File: src/rtl/irda_pkg.sv
`timescale 1ns/1ps
package irda_pkg;

  localparam int unsigned CNT_W = 8;
  typedef logic [CNT_W-1:0] cnt_t;

  typedef enum logic [2:0] {
    OVS_X16  = 3'd0,
    OVS_X32  = 3'd1,
    OVS_X48  = 3'd2,
    OVS_X96  = 3'd3,
    OVS_X192 = 3'd4
  } ovs_code_e;

  // Clocks per bit cell for the selected mode
  function automatic cnt_t factor_of(input logic low_power, input logic [2:0] code);
    cnt_t f;
    f = cnt_t'(16);
    if (low_power) begin
      case (ovs_code_e'(code))
        OVS_X16:  f = cnt_t'(16);
        OVS_X32:  f = cnt_t'(32);
        OVS_X48:  f = cnt_t'(48);
        OVS_X96:  f = cnt_t'(96);
        OVS_X192: f = cnt_t'(192);
        default:  f = cnt_t'(16);
      endcase
    end
    return f;
  endfunction

  // Optical pulse length: three sixteenths of a cell
  function automatic cnt_t pulse_len(input cnt_t f);
    int p;
    p = int'(f) * 3;
    return cnt_t'(p >> 4);
  endfunction

endpackage

File: src/rtl/irda_sync.sv
`timescale 1ns/1ps
module irda_sync #(
  parameter int STAGES = 2
) (
  input  logic clk,
  input  logic rst_n,
  input  logic d,
  output logic q
);
  generate
    if (STAGES < 2) begin : g_single
      logic ff;
      always_ff @(posedge clk or negedge rst_n) begin
        if (!rst_n) ff <= 1'b0;
        else        ff <= d;
      end
      assign q = ff;
    end else begin : g_chain
      logic [STAGES-1:0] chain;
      always_ff @(posedge clk or negedge rst_n) begin
        if (!rst_n) chain <= '0;
        else        chain <= {chain[STAGES-2:0], d};
      end
      assign q = chain[STAGES-1];
    end
  endgenerate
endmodule

File: src/rtl/irda_median3.sv
`timescale 1ns/1ps
module irda_median3 (
  input  logic clk,
  input  logic rst_n,
  input  logic d,
  output logic q
);
  logic [1:0] hist;
  logic       vote;

  // two of three among the current and two previous samples
  assign vote = (d & hist[0]) | (d & hist[1]) | (hist[0] & hist[1]);

  always_ff @(posedge clk or negedge rst_n) begin
    if (!rst_n) begin
      hist <= '0;
      q    <= 1'b0;
    end else begin
      hist <= {hist[0], d};
      q    <= vote;
    end
  end
endmodule

File: src/rtl/irda_rx_timer.sv
`timescale 1ns/1ps
module irda_rx_timer
  import irda_pkg::*;
(
  input  logic clk,
  input  logic rst_n,
  input  logic filt,
  input  cnt_t factor,
  output logic rise,
  output logic rx_bit
);
  logic filt_d;
  logic busy;
  cnt_t left;

  assign rise   = filt & ~filt_d;
  assign rx_bit = ~busy;

  always_ff @(posedge clk or negedge rst_n) begin
    if (!rst_n) begin
      filt_d <= 1'b0;
      busy   <= 1'b0;
      left   <= '0;
    end else begin
      filt_d <= filt;
      if (rise) begin
        busy <= 1'b1;
        left <= factor - cnt_t'(1);
      end else if (busy) begin
        if (left == '0) busy <= 1'b0;
        else            left <= left - cnt_t'(1);
      end
    end
  end
endmodule

File: src/rtl/irda_tx_enc.sv
`timescale 1ns/1ps
module irda_tx_enc
  import irda_pkg::*;
(
  input  logic clk,
  input  logic rst_n,
  input  logic tx_bit,
  input  cnt_t factor,
  input  cnt_t width,
  output logic tx_pulse
);
  logic active;
  cnt_t pos;

  assign tx_pulse = active && (pos < width);

  always_ff @(posedge clk or negedge rst_n) begin
    if (!rst_n) begin
      active <= 1'b0;
      pos    <= '0;
    end else if (!active) begin
      if (!tx_bit) begin
        active <= 1'b1;
        pos    <= '0;
      end
    end else if (pos >= factor - cnt_t'(1)) begin
      if (!tx_bit) pos    <= '0;
      else         active <= 1'b0;
    end else begin
      pos <= pos + cnt_t'(1);
    end
  end
endmodule

File: src/rtl/irda_sir_phy.sv
`timescale 1ns/1ps
module irda_sir_phy #(
  parameter int SYNC_STAGES = 2
) (
  input  logic       clk,
  input  logic       rst_n,
  input  logic       cfg_low_power,
  input  logic [2:0] cfg_ovs,
  input  logic       tx_bit_i,
  output logic       tx_pulse_o,
  input  logic       rx_pulse_i,
  output logic       rx_bit_o
);
  import irda_pkg::*;

  cnt_t factor;
  cnt_t width;
  logic rx_sync;
  logic rx_filt;
  logic rx_rise;

  assign factor = factor_of(cfg_low_power, cfg_ovs);
  assign width  = pulse_len(factor);

  irda_tx_enc u_tx (
    .clk      (clk),
    .rst_n    (rst_n),
    .tx_bit   (tx_bit_i),
    .factor   (factor),
    .width    (width),
    .tx_pulse (tx_pulse_o)
  );

  irda_sync #(.STAGES(SYNC_STAGES)) u_sync (
    .clk   (clk),
    .rst_n (rst_n),
    .d     (rx_pulse_i),
    .q     (rx_sync)
  );

  irda_median3 u_med (
    .clk   (clk),
    .rst_n (rst_n),
    .d     (rx_sync),
    .q     (rx_filt)
  );

  irda_rx_timer u_tmr (
    .clk    (clk),
    .rst_n  (rst_n),
    .filt   (rx_filt),
    .factor (factor),
    .rise   (rx_rise),
    .rx_bit (rx_bit_o)
  );
endmodule

File: config.mk
export PLATFORM = sky130hd
export DESIGN_NAME = irda_sir_phy
export DESIGN_NICKNAME = d
export VERILOG_FILES = /design/src/rtl/irda_pkg.sv /design/src/rtl/irda_sync.sv /design/src/rtl/irda_median3.sv /design/src/rtl/irda_rx_timer.sv /design/src/rtl/irda_tx_enc.sv /design/src/rtl/irda_sir_phy.sv
export SDC_FILE = /design/constraint.sdc
export NUM_CORES = 1
export LEC_CHECK = 0
export ABC_AREA = 1
export BUFFER_PORTS_ARGS = -buffer_cell sky130_fd_sc_hd__clkbuf_2
export CAP_MARGIN = 20
export CORE_MARGIN = 2
export CORE_UTILIZATION = 50
export DETAILED_ROUTE_END_ITERATION = 12
export PLACE_DENSITY = 0.66
export RECOVER_POWER = 25
export SLEW_MARGIN = 5
export SYNTH_ARGS = -nofsm -noshare
export SYNTH_HDL_FRONTEND = slang
export SYNTH_SLANG_ARGS = --single-unit
File: constraint.sdc
create_clock -name clk -period 3.2 [get_ports clk]
set_clock_uncertainty 0.15 [all_clocks]
set_input_delay 0.48 -clock clk [delete_from_list [all_inputs] [get_ports clk]]
set_output_delay 0.48 -clock clk [all_outputs]
set_load 0.005 [all_outputs]
Word-level counts from Yosys, hierarchy flattened
Cells that the tools add are included.
{"block": "classes", "order_cmp": 2, "n_mul": 1, "n_addsub": 3, "bitwise_logic": 8, "mux": 14, "n_eq_ne": 5, "reduce_logical": 4}
{"op": "8-bit 2-to-1 mux", "count": 7}
{"op": "8-bit one-hot mux with 4 select lines", "count": 1}
{"op": "8-bit by 1-bit subtractor with 8-bit output, second input constant", "count": 2}
{"op": "8-bit by 2-bit multiplier with 10-bit output, second input constant", "count": 1}
{"op": "8-bit by 1-bit adder with 8-bit output, second input constant", "count": 1}
{"op": "8-bit greater-or-equal comparator", "count": 1}
{"op": "8-bit zero test", "count": 1}
{"op": "8-bit by 6-bit less-than comparator with 1-bit output", "count": 1}
{"op": "3-bit by 2-bit equality test with 1-bit output, second input constant", "count": 2}
{"op": "1-bit 2-to-1 mux", "count": 6}
{"op": "1-bit AND", "count": 4}
{"op": "3-bit by 1-bit equality test with 1-bit output, second input constant", "count": 1}
{"op": "3-bit equality test, second input constant", "count": 1}
{"op": "2-bit inequality test, second input constant", "count": 1}
{"op": "1-bit inverter", "count": 2}
{"op": "1-bit bitwise OR", "count": 2}
{"op": "2-bit AND reduction", "count": 1}
{"op": "2-bit nonzero test", "count": 1}
{"op": "1-bit logical AND", "count": 1}
{"block": "word_totals", "register_bits": 24, "in_bits": 8, "wordCells": 45}

Longest topological paths before layout
Gate-level depths: netlist (run 1).
{"block": "depth", "word_depth": 7, "depth_mapped": 16, "ltp_nobuf": 16}

By module
A second synthesis (run 1) with hierarchy kept.
{"block": "hier_totals", "hier_cells": 286, "hier_area_um2": 2100.8}
{"mod": "irda_tx_enc", "area_per_inst_um2": 1063.5, "seq_area_each_um2": 225.2, "cells_each": 140, "instances": 1}
{"mod": "irda_rx_timer", "area_per_inst_um2": 739.5, "seq_area_each_um2": 250.2, "cells_each": 107, "instances": 1}
{"mod": "irda_sir_phy", "area_per_inst_um2": 151.4, "seq_area_each_um2": 0.0, "cells_each": 30, "instances": 1}
{"mod": "irda_median3", "area_per_inst_um2": 96.3, "seq_area_each_um2": 75.1, "cells_each": 7, "instances": 1}
{"mod": "irda_sync", "area_per_inst_um2": 50.0, "seq_area_each_um2": 50.0, "cells_each": 2, "instances": 1}

Worst setup path before layout (run 1)
Ideal clock, no wire load.
{"block": "synth_path", "path_kind": "input -> output", "from": "input port cfg_ovs[0]", "to": "output port tx_pulse_o", "path_slack_ns": 0.303, "n_path_buf": 0, "required_ns": 2.570, "stages": 11, "t_arrival_ns": 2.267, "cell_sequence": "nor2_1 > nand2_2 > nand2_4 > inv_1 > ha_1 > fa_1 > xor2_1 > ha_1 > a21oi_1 > nand2_1 > a21oi_1"}
{"block": "synth_via", "elab_chain_len": 6, "word_cells_on_any_way": 9, "cone_classes": "mul (1); order compare (1); eq/ne (4); mux (2); reduce/logical (1)"}
{"item": "start, declared", "line": "irda_sir_phy.sv:8", "text": "input logic [2:0] cfg_ovs,"}
{"item": "3-bit equality test, or another cell as far along", "line": "irda_pkg.sv:20", "text": "case (ovs_code_e'(code))"}
{"item": "8-bit one-hot mux with 4 select lines *", "line": "irda_pkg.sv:20"}
{"item": "8-bit 2-to-1 mux *", "line": "irda_pkg.sv:19", "text": "if (low_power) begin"}
{"item": "8-bit by 2-bit multiplier with 10-bit output *", "line": "irda_pkg.sv:35", "text": "p = int'(f) * 3;"}
{"item": "8-bit by 6-bit less-than comparator with 1-bit output *", "line": "irda_tx_enc.sv:15", "text": "assign tx_pulse = active && (pos < width);"}
{"item": "1-bit logical AND *", "line": "irda_tx_enc.sv:15"}
{"item": "end, declared", "line": "irda_sir_phy.sv:10", "text": "output logic tx_pulse_o,"}
Mark *: on every way between the ends. The rest lies on a longest branch, timed or not.

Worst setup path in the final report (run 1)
{"block": "layout_path", "from": "input port cfg_ovs[2]", "to": "output port tx_pulse_o"}
Same word-level chain as after synthesis.

==> results of run 1 <==
synth_stat cells, drive strengths merged:
cell	n	area share [%]
nand2	39	11
inv	31	7.7
dfrtp	24	40
nand3	21	7.2
nor2	16	4.3
ha	15	12
o21ai	12	4.4
a21oi	7	2.3
xor2	5	2.9
nand4	4	1.6
nor3	4	1.3
o22ai	2	0.82
a31oi	1	0.41
and2	1	0.41
fa	1	1.3
maj3	1	0.66
o2111ai	1	0.58
o211ai	1	0.49
o21a	1	0.49
or2	1	0.41
sequential cells by signal (all words and copies together), names as in the netlist:
signal / flops
u_tx.pos: 8
u_tmr.filt_d: 1
u_tx.active: 1
u_tmr.busy: 1
u_tmr.left: 8
u_med.q: 1
u_sync.g_chain.chain: 2
u_med.hist: 2
worst min-delay path by stage:
| stage | from | end | slack (ps) | depth (start not counted) |
|---|---|---|---|---|
| after floorplan | rst_n | u_med.hist[0] | 30 | 0 |
| after global placement | u_sync.g_chain.chain[0] | u_sync.g_chain.chain[1] | 180 | 0 |
| after detailed placement | u_sync.g_chain.chain[0] | u_sync.g_chain.chain[1] | 190 | 0 |
| after CTS | rx_pulse_i | u_sync.g_chain.chain[0] | 90 | 1 |
| after global routing | rx_pulse_i | u_sync.g_chain.chain[0] | 80 | 1 |
| final | rx_pulse_i | u_sync.g_chain.chain[0] | 110 | 1 |
metal layers:
layer,GRT usage (%),up-vias
met5,0,-
met4,7.143,0
met3,2.620,6
met2,36.51,12
met1,25.21,607
li1,-,653
timing repair:
action | in CTS | in global routing
resized for setup | 0 | 8
hold buffers | 1 | 0
endpoints found under the hold margin | 22 | 0
setup endpoints to repair | 0 | 1
final cells by class:
cell class,count,area share [%]
multi-input cells,133,48.32
flip-flops and latches,24,34.99
clock inverters,1,1.749
clock buffers,3,1.312
well taps,33,2.405
repair buffers,13,4.446
inverters,31,6.778
critical path, cell delays in order:
cell	delay, ps
buf_2	140
nand2_1	70
inv_2	60
nand2_2	70
nand2_4	80
inv_1	60
ha_2	190
fa_2	530
inv_1	50
ha_1	260
nand2_1	60
inv_1	40
nand2_1	60
nand2_1	50
a21oi_1	110
clkbuf_2	120
cell families (layout without fill, tap and decap cells):
family / count (synthesis) / count (layout) / share of synthesized area [%]
xor gates and xnor gates: 5 / 5 / 2.881
AOI/OAI and AO/OA: 25 / 25 / 9.547
buffers and inverters: 31 / 48 / 7.654
and+or+nand+nor: 86 / 86 / 26.09
DFF: 24 / 24 / 39.51
adders and majority gates: 17 / 17 / 14.32
power groups by stage:
stage	Combinational (mW)	Sequential, mW	Clock (mW)
finish	0.454	0.465	0.222
global route	0.545	0.476	0.239
CTS	0.452	0.463	0.227
detailed placement	0.448	0.469	0
global placement	0.430	0.467	0
floorplan	0.345	0.443	0
==> summary.md, run 1 <==
| Metric | Value |
|---|---|
| I/O pin cnt | 10 |
| Die H | 59.14 um |
| TNS Setup | 0 ps |
| Vias per std cell | 5.370 |
| Reg2reg setup slack | 1380 ps |
| Post-route clock period utilization | 95.50% |
| RSZ-0062 raised after global routing | false |
| P_sw | 0.4538 mW |
| Num CTS Buffers | 3 |
| DP Area | 1629 um^2 |
| DRC violations left | 0 |
| Fmax | 0.3272 GHz |
| Share of layout cells above drive strength 1 | 16.59% |
| Total power | 1.140 mW |
| Setup crit start kind | primary input |
| Finished Layout Cells | 238 |
| Crit path arrival time | 2430 ps |
| Die area | 3498 um^2 |
| Die width | 59.14 um |
| Initial antenna violation count | 0 |
| HP Class | primary input to register |
| Cell area after synthesis | 1520 um^2 |
| Worst r2r src | u_tx.pos[5] |
| Mapped Nets | 212 |
| H-tree Lvls | 1 |
| Final WS setup | 143.9 ps |
| Via count | 1,278 |
| Max Buffers Root-to-Sink | 2 |
| Reg2reg end | u_tx.pos[6] |
| Setup WS pre-CTS | 34.00 ps |
| Switching Fraction | 39.80% |
| Clock latency on the worst-skew pair | 320 ps |
| Clock slew at reported path FFs | 130 ps |
| Gate Count Post-Synth | 188 |
| Distinct cells, synth | 27 |
| Worst EP required | 2570 ps |
| Synth Register Bits | 24 |
| Fin. Hold Viols | 0 |
| Final WL | 3043 um |
| Met3 routed wirelength | 51 um |
| Initial core utilization | 51.05% |
| Clock Sinks | 24 |
| Status | complete, no violations |
| Clock power share | 19.4% |
| Placed cells | 233 |
| Synth Warn # | 0 |
| Area delta synth->final | 12.92% |
| Worst vdd ir | 317.7 uV |
| Commonest non-fill, non-tap cells in the layout | nand2_1 (34), inv_1 (28), dfrtp_1 (24), nand3_1 (19), ha_1 (14) |
| Diode count | 0 |
| DP Wirelength | 2394 um |
| Final-report max-slew violation count | 0 |
| Power per Cell Area | 664.2 nW/um^2 |
| Kind of critical path | primary input to output port |
| Critical path endpoint | tx_pulse_o |
| Slew Limit Headroom | 14.04% |
| Root Driver | clkbuf_4 |
| Worst-path fanout max | 5 |
| DR iter-0 viols | 65 |
| Fillers | 285 |
| Min cycle time layout | 3056 ps |
| Worst setup path start | cfg_ovs[2] |
| Met2 WL post-DR | 1601 um |
| Util after Layout | 57.65% |
| CTS tree | yes |
| Syn avg cell area | 8.086 um^2 |
| Multi-input logic area | 829.5 um^2 |
| Crit. End Element | output port |
| Core area | 2978 um^2 |
| Most common cell after layout, fill and taps aside | nand2_1 |
| WHS | 106.2 ps |
| Post-CTS Setup Inserts | 0 |
| Initial DRT Pass Iterations | 4 |
| WL/cell | 12.79 um |
| # rows | 20 |
| Max-Cap Viols | 0 |
| Seq pwr share | 40.8% |
| Final Cell Area | 1717 um^2 |
| Remaining Overflow, GRT | 0 |
| Worst Reg2Reg Path Length in Cells | 7 |
| Flip-flop and latch area | 600.6 um^2 |
| DRT met1 WL | 1357 um |
| GRT Overall Usage | 20.44% |
| Global-route wire length before repair | 5485 um |
| Number of port buffers | 9 |
| Largest net degree at the start of global routing | 25 |
| Nets | 230 |
| Worst Max-Slew Pin Slew | 1289 ps |
| Seq/Total Area, Yosys | 39.51% |
| Final setup violation count | 0 |
| Leak pwr | 0.8650 nW |
| GP Congestion | 0.8822 |
| Int Pwr | 0.6865 mW |
| Vias in the first global route | 1,321 |
| Highest metal used | met4 |
| Combinational Power Share | 39.8% |
| Antenna Nets Post-Route | 0 |
Power figures use the tool's default switching activity.
==> inputs of run 2 (changes only) <==
--- a/config.mk
+++ b/config.mk
@@ -5,14 +5,13 @@
 export SDC_FILE = /design/constraint.sdc
 export NUM_CORES = 1
 export LEC_CHECK = 0
-export ABC_AREA = 1
 export BUFFER_PORTS_ARGS = -buffer_cell sky130_fd_sc_hd__clkbuf_2
 export CAP_MARGIN = 20
 export CORE_MARGIN = 2
 export CORE_UTILIZATION = 50
 export DETAILED_ROUTE_END_ITERATION = 12
 export PLACE_DENSITY = 0.66
-export RECOVER_POWER = 25
+export RECOVER_POWER = 50
 export SLEW_MARGIN = 5
 export SYNTH_ARGS = -nofsm -noshare
 export SYNTH_HDL_FRONTEND = slang
==> run 2 against run 1 <==
Compared with the run above: the flow now finishes with violations (DRC, setup timing); non-clock buffer count is 4 higher; synthesized cell count decreased by 20%; hold slack improved by 5.8 ps; combinational power grew 54%; core utilization grew 7.1 points; first-iteration DRC count down 25%; clock power is essentially flat; final area grew 5.8%; critical path depth decreased by 5; critical path type unchanged.
==> summary.md, run 2 <==
| Metric | Value |
|---|---|
| Status | complete, but fails checks |
| Failing checks | DRC, setup timing |
| Met2 Track Usage GR | 32.86% |
| Die width | 58.73 um |
| Worst-path fanout max | 4 |
| Top Registers | u_tmr.left x8, u_tx.pos x8 |
| Top_reg_cell synth | dfrtp_1 |
| I/O pin cnt | 10 |
| HP Class | primary input to register |
| Met1 Usage GRT | 26.69% |
| WHS | 112.0 ps |
| Final WS setup | -90.26 ps |
| Kind of critical path | primary input to output port |
| Crit. End Element | output port |
| Post-route clock period utilization | 102.8% |
| Placed cells | 194 |
| H-tree Lvls | 1 |
| Fin. Hold Viols | 0 |
| Worst EP required | 2570 ps |
| GR peak layer | met2 |
| Setup crit start kind | primary input |
| Remaining Overflow, GRT | 0 |
| Routing usage on met3 | 2.637% |
| Critical Path Slowest Stage Cell | ha_2 |
| Number of port buffers | 9 |
| # rows | 19 |
| Initial DRT Pass Iterations | 8 |
| GP Congestion | 0.7890 |
| Most frequent cells after synthesis | dfrtp_1 (24), ha_1 (15), inv_1 (14), nand2_1 (14), nor2_1 (8) |
| Fmax | 0.3039 GHz |
| Vias per std cell | 5.770 |
| Die area | 3449 um^2 |
| WL/cell | 15.01 um |
| RSZ-0062 raised after global routing | true |
| Share of layout cells above drive strength 1 | 23.67% |
| Leak pwr | 0.7744 nW |
| Max-Cap Viols | 0 |
| Global-route wire length before repair | 5271 um |
| Most common cell in the synthesized netlist | dfrtp_1 |
| Area delta synth->final | 21.22% |
| Ys async rst share | 100.0% |
| Distinct cells, synth | 42 |
| Crit path arrival time | 2660 ps |
| Setup WS pre-CTS | -400.6 ps |
| DR iter-0 viols | 49 |
| Initial antenna violation count | 0 |
| GRT Overall Usage | 19.83% |
| Critical-path cell list | buf_8, nor3b_4, o21ai_2, ha_2, fa_2, xor2_1, ha_2, a2111oi_4, a211oi_2, a211oi_2, buf_2 |
| Commonest non-fill, non-tap cells in the layout | dfrtp_1 (24), nand2_1 (14), inv_1 (13), ha_1 (12), nor2_1 (7) |
| Initial core utilization | 53.39% |
| Clock latency on the worst-skew pair | 310 ps |
| Antenna Nets Post-Route | 0 |
| Via count | 1,154 |
| Cell area after synthesis | 1498 um^2 |
| Gate Count Post-Synth | 150 |
| Synth Register Bits | 24 |
| Core area | 2805 um^2 |
| Synth area leaders | dfrtp_1 (40%), ha_1 (13%), inv_1 (3.5%) |
| Final setup violation count | 1 |
| Most common cell after layout, fill and taps aside | dfrtp_1 |
| Min cycle time layout | 3290 ps |
| Final WL | 3002 um |
| Num CTS Buffers | 3 |
| Worst stage delay on the critical path | 340 ps |
| Diode count | 0 |
| Clock Sinks | 24 |
| Mapped Nets | 174 |
| Seq/Total Area, Yosys | 40.10% |
| DP Wirelength | 2151 um |
| Max Buffers Root-to-Sink | 2 |
| Die H | 58.73 um |
| CTS tree | yes |
| EDFF count, synth | 0 |
| DP Area | 1618 um^2 |
| DRC violations left | 1 |
| Vias in the first global route | 1,172 |
| Syn avg cell area | 9.985 um^2 |
| Final-report max-slew violation count | 0 |
| Power per Cell Area | 780.6 nW/um^2 |
| Slew Limit Headroom | 17.27% |
| Synth Warn # | 0 |
| Final Cell Area | 1815 um^2 |
| Root Driver | clkbuf_4 |
| Area leader, netlist | dfrtp_1 |
| Nets | 194 |
| Worst Max-Slew Pin Slew | 1241 ps |
| Worst vdd ir | 575.5 uV |
| Clock slew at reported path FFs | 130 ps |
| Crit path buffers/inverters | 2 |
| Util after Layout | 64.72% |
| Largest net degree at the start of global routing | 25 |
| Yosys top cell area share | 40.10% |
| Finished Layout Cells | 200 |
| Top delay family on crit path | adder cells |
## run 2: cells by family after synthesis
logic type               synth area share, %
multiplexers                           3.342
flip-flops                             40.10
XOR/XNOR                               3.509
AND/OR/NAND/NOR                        21.97
AO/OA/AOI/OAI                          12.45
adder cells (fa/ha/maj)                14.54
buffers and inverters                  4.093
## run 2: timing repair
action / CTS / global route
hold buffers: 1 / 0
endpoints found under the hold margin: 10 / 0
cloned: 0 / 0
gates resized for setup: 14 / 17
pin swaps: 9 / 9
buffers inserted: 1 / 0
endpoints found under the setup margin: 1 / 1
## run 2: area by class of cell
| type | count | area (um^2) |
|---|---|---|
| sequential | 24 | 600.6 |
| fill | 236 | 989.7 |
| inverter | 14 | 52.55 |
| timing repair buffer | 17 | 136.4 |
| tap | 31 | 38.79 |
| clock inverter | 1 | 30.03 |
| multi-input combinational | 110 | 934.6 |
| clock buffer | 3 | 22.52 |
## run 2: report_power, final
| part | internal [mW] | switching [mW] | total (mW) |
|---|---|---|---|
| combinational | 0.328 | 0.370 | 0.698 |
| sequential | 0.389 | 0.111 | 0.500 |
| clock | 0.127 | 0.0926 | 0.219 |
| total | 0.844 | 0.574 | 1.42 |
## run 2: stage by stage
step                total power [mW]  setup TNS [ps]
floorplan                     0.9230               0
detailed placement             1.081          -451.5
CTS                            1.335          -170.0
global placement               1.046          -185.3
global route                   1.531          -202.4
finish                         1.417          -90.26
## run 2: per-layer routing
layer | share of wire (%) | wire length [um]
met1 | 47 | 1417
met2 | 49 | 1480
met3 | 1.8 | 54
met4 | 1.7 | 50
met5 | 0 | 0
## run 2: path summary, 6_finish.rpt
path	depth (start not counted)	slack, ps	from	to
hold / removal	1	110	rx_pulse_i	u_sync.g_chain.chain[0]
hold reg to reg	0	220	u_sync.g_chain.chain[0]	u_sync.g_chain.chain[1]
setup reg to reg	5	1160	u_tx.pos[5]	u_tx.pos[6]
min in group asynchronous	2	780	rst_n	u_tmr.left[6]
setup / recovery	11	-90	cfg_ovs[1]	tx_pulse_o
max in group asynchronous	2	1390	rst_n	u_tmr.left[0]
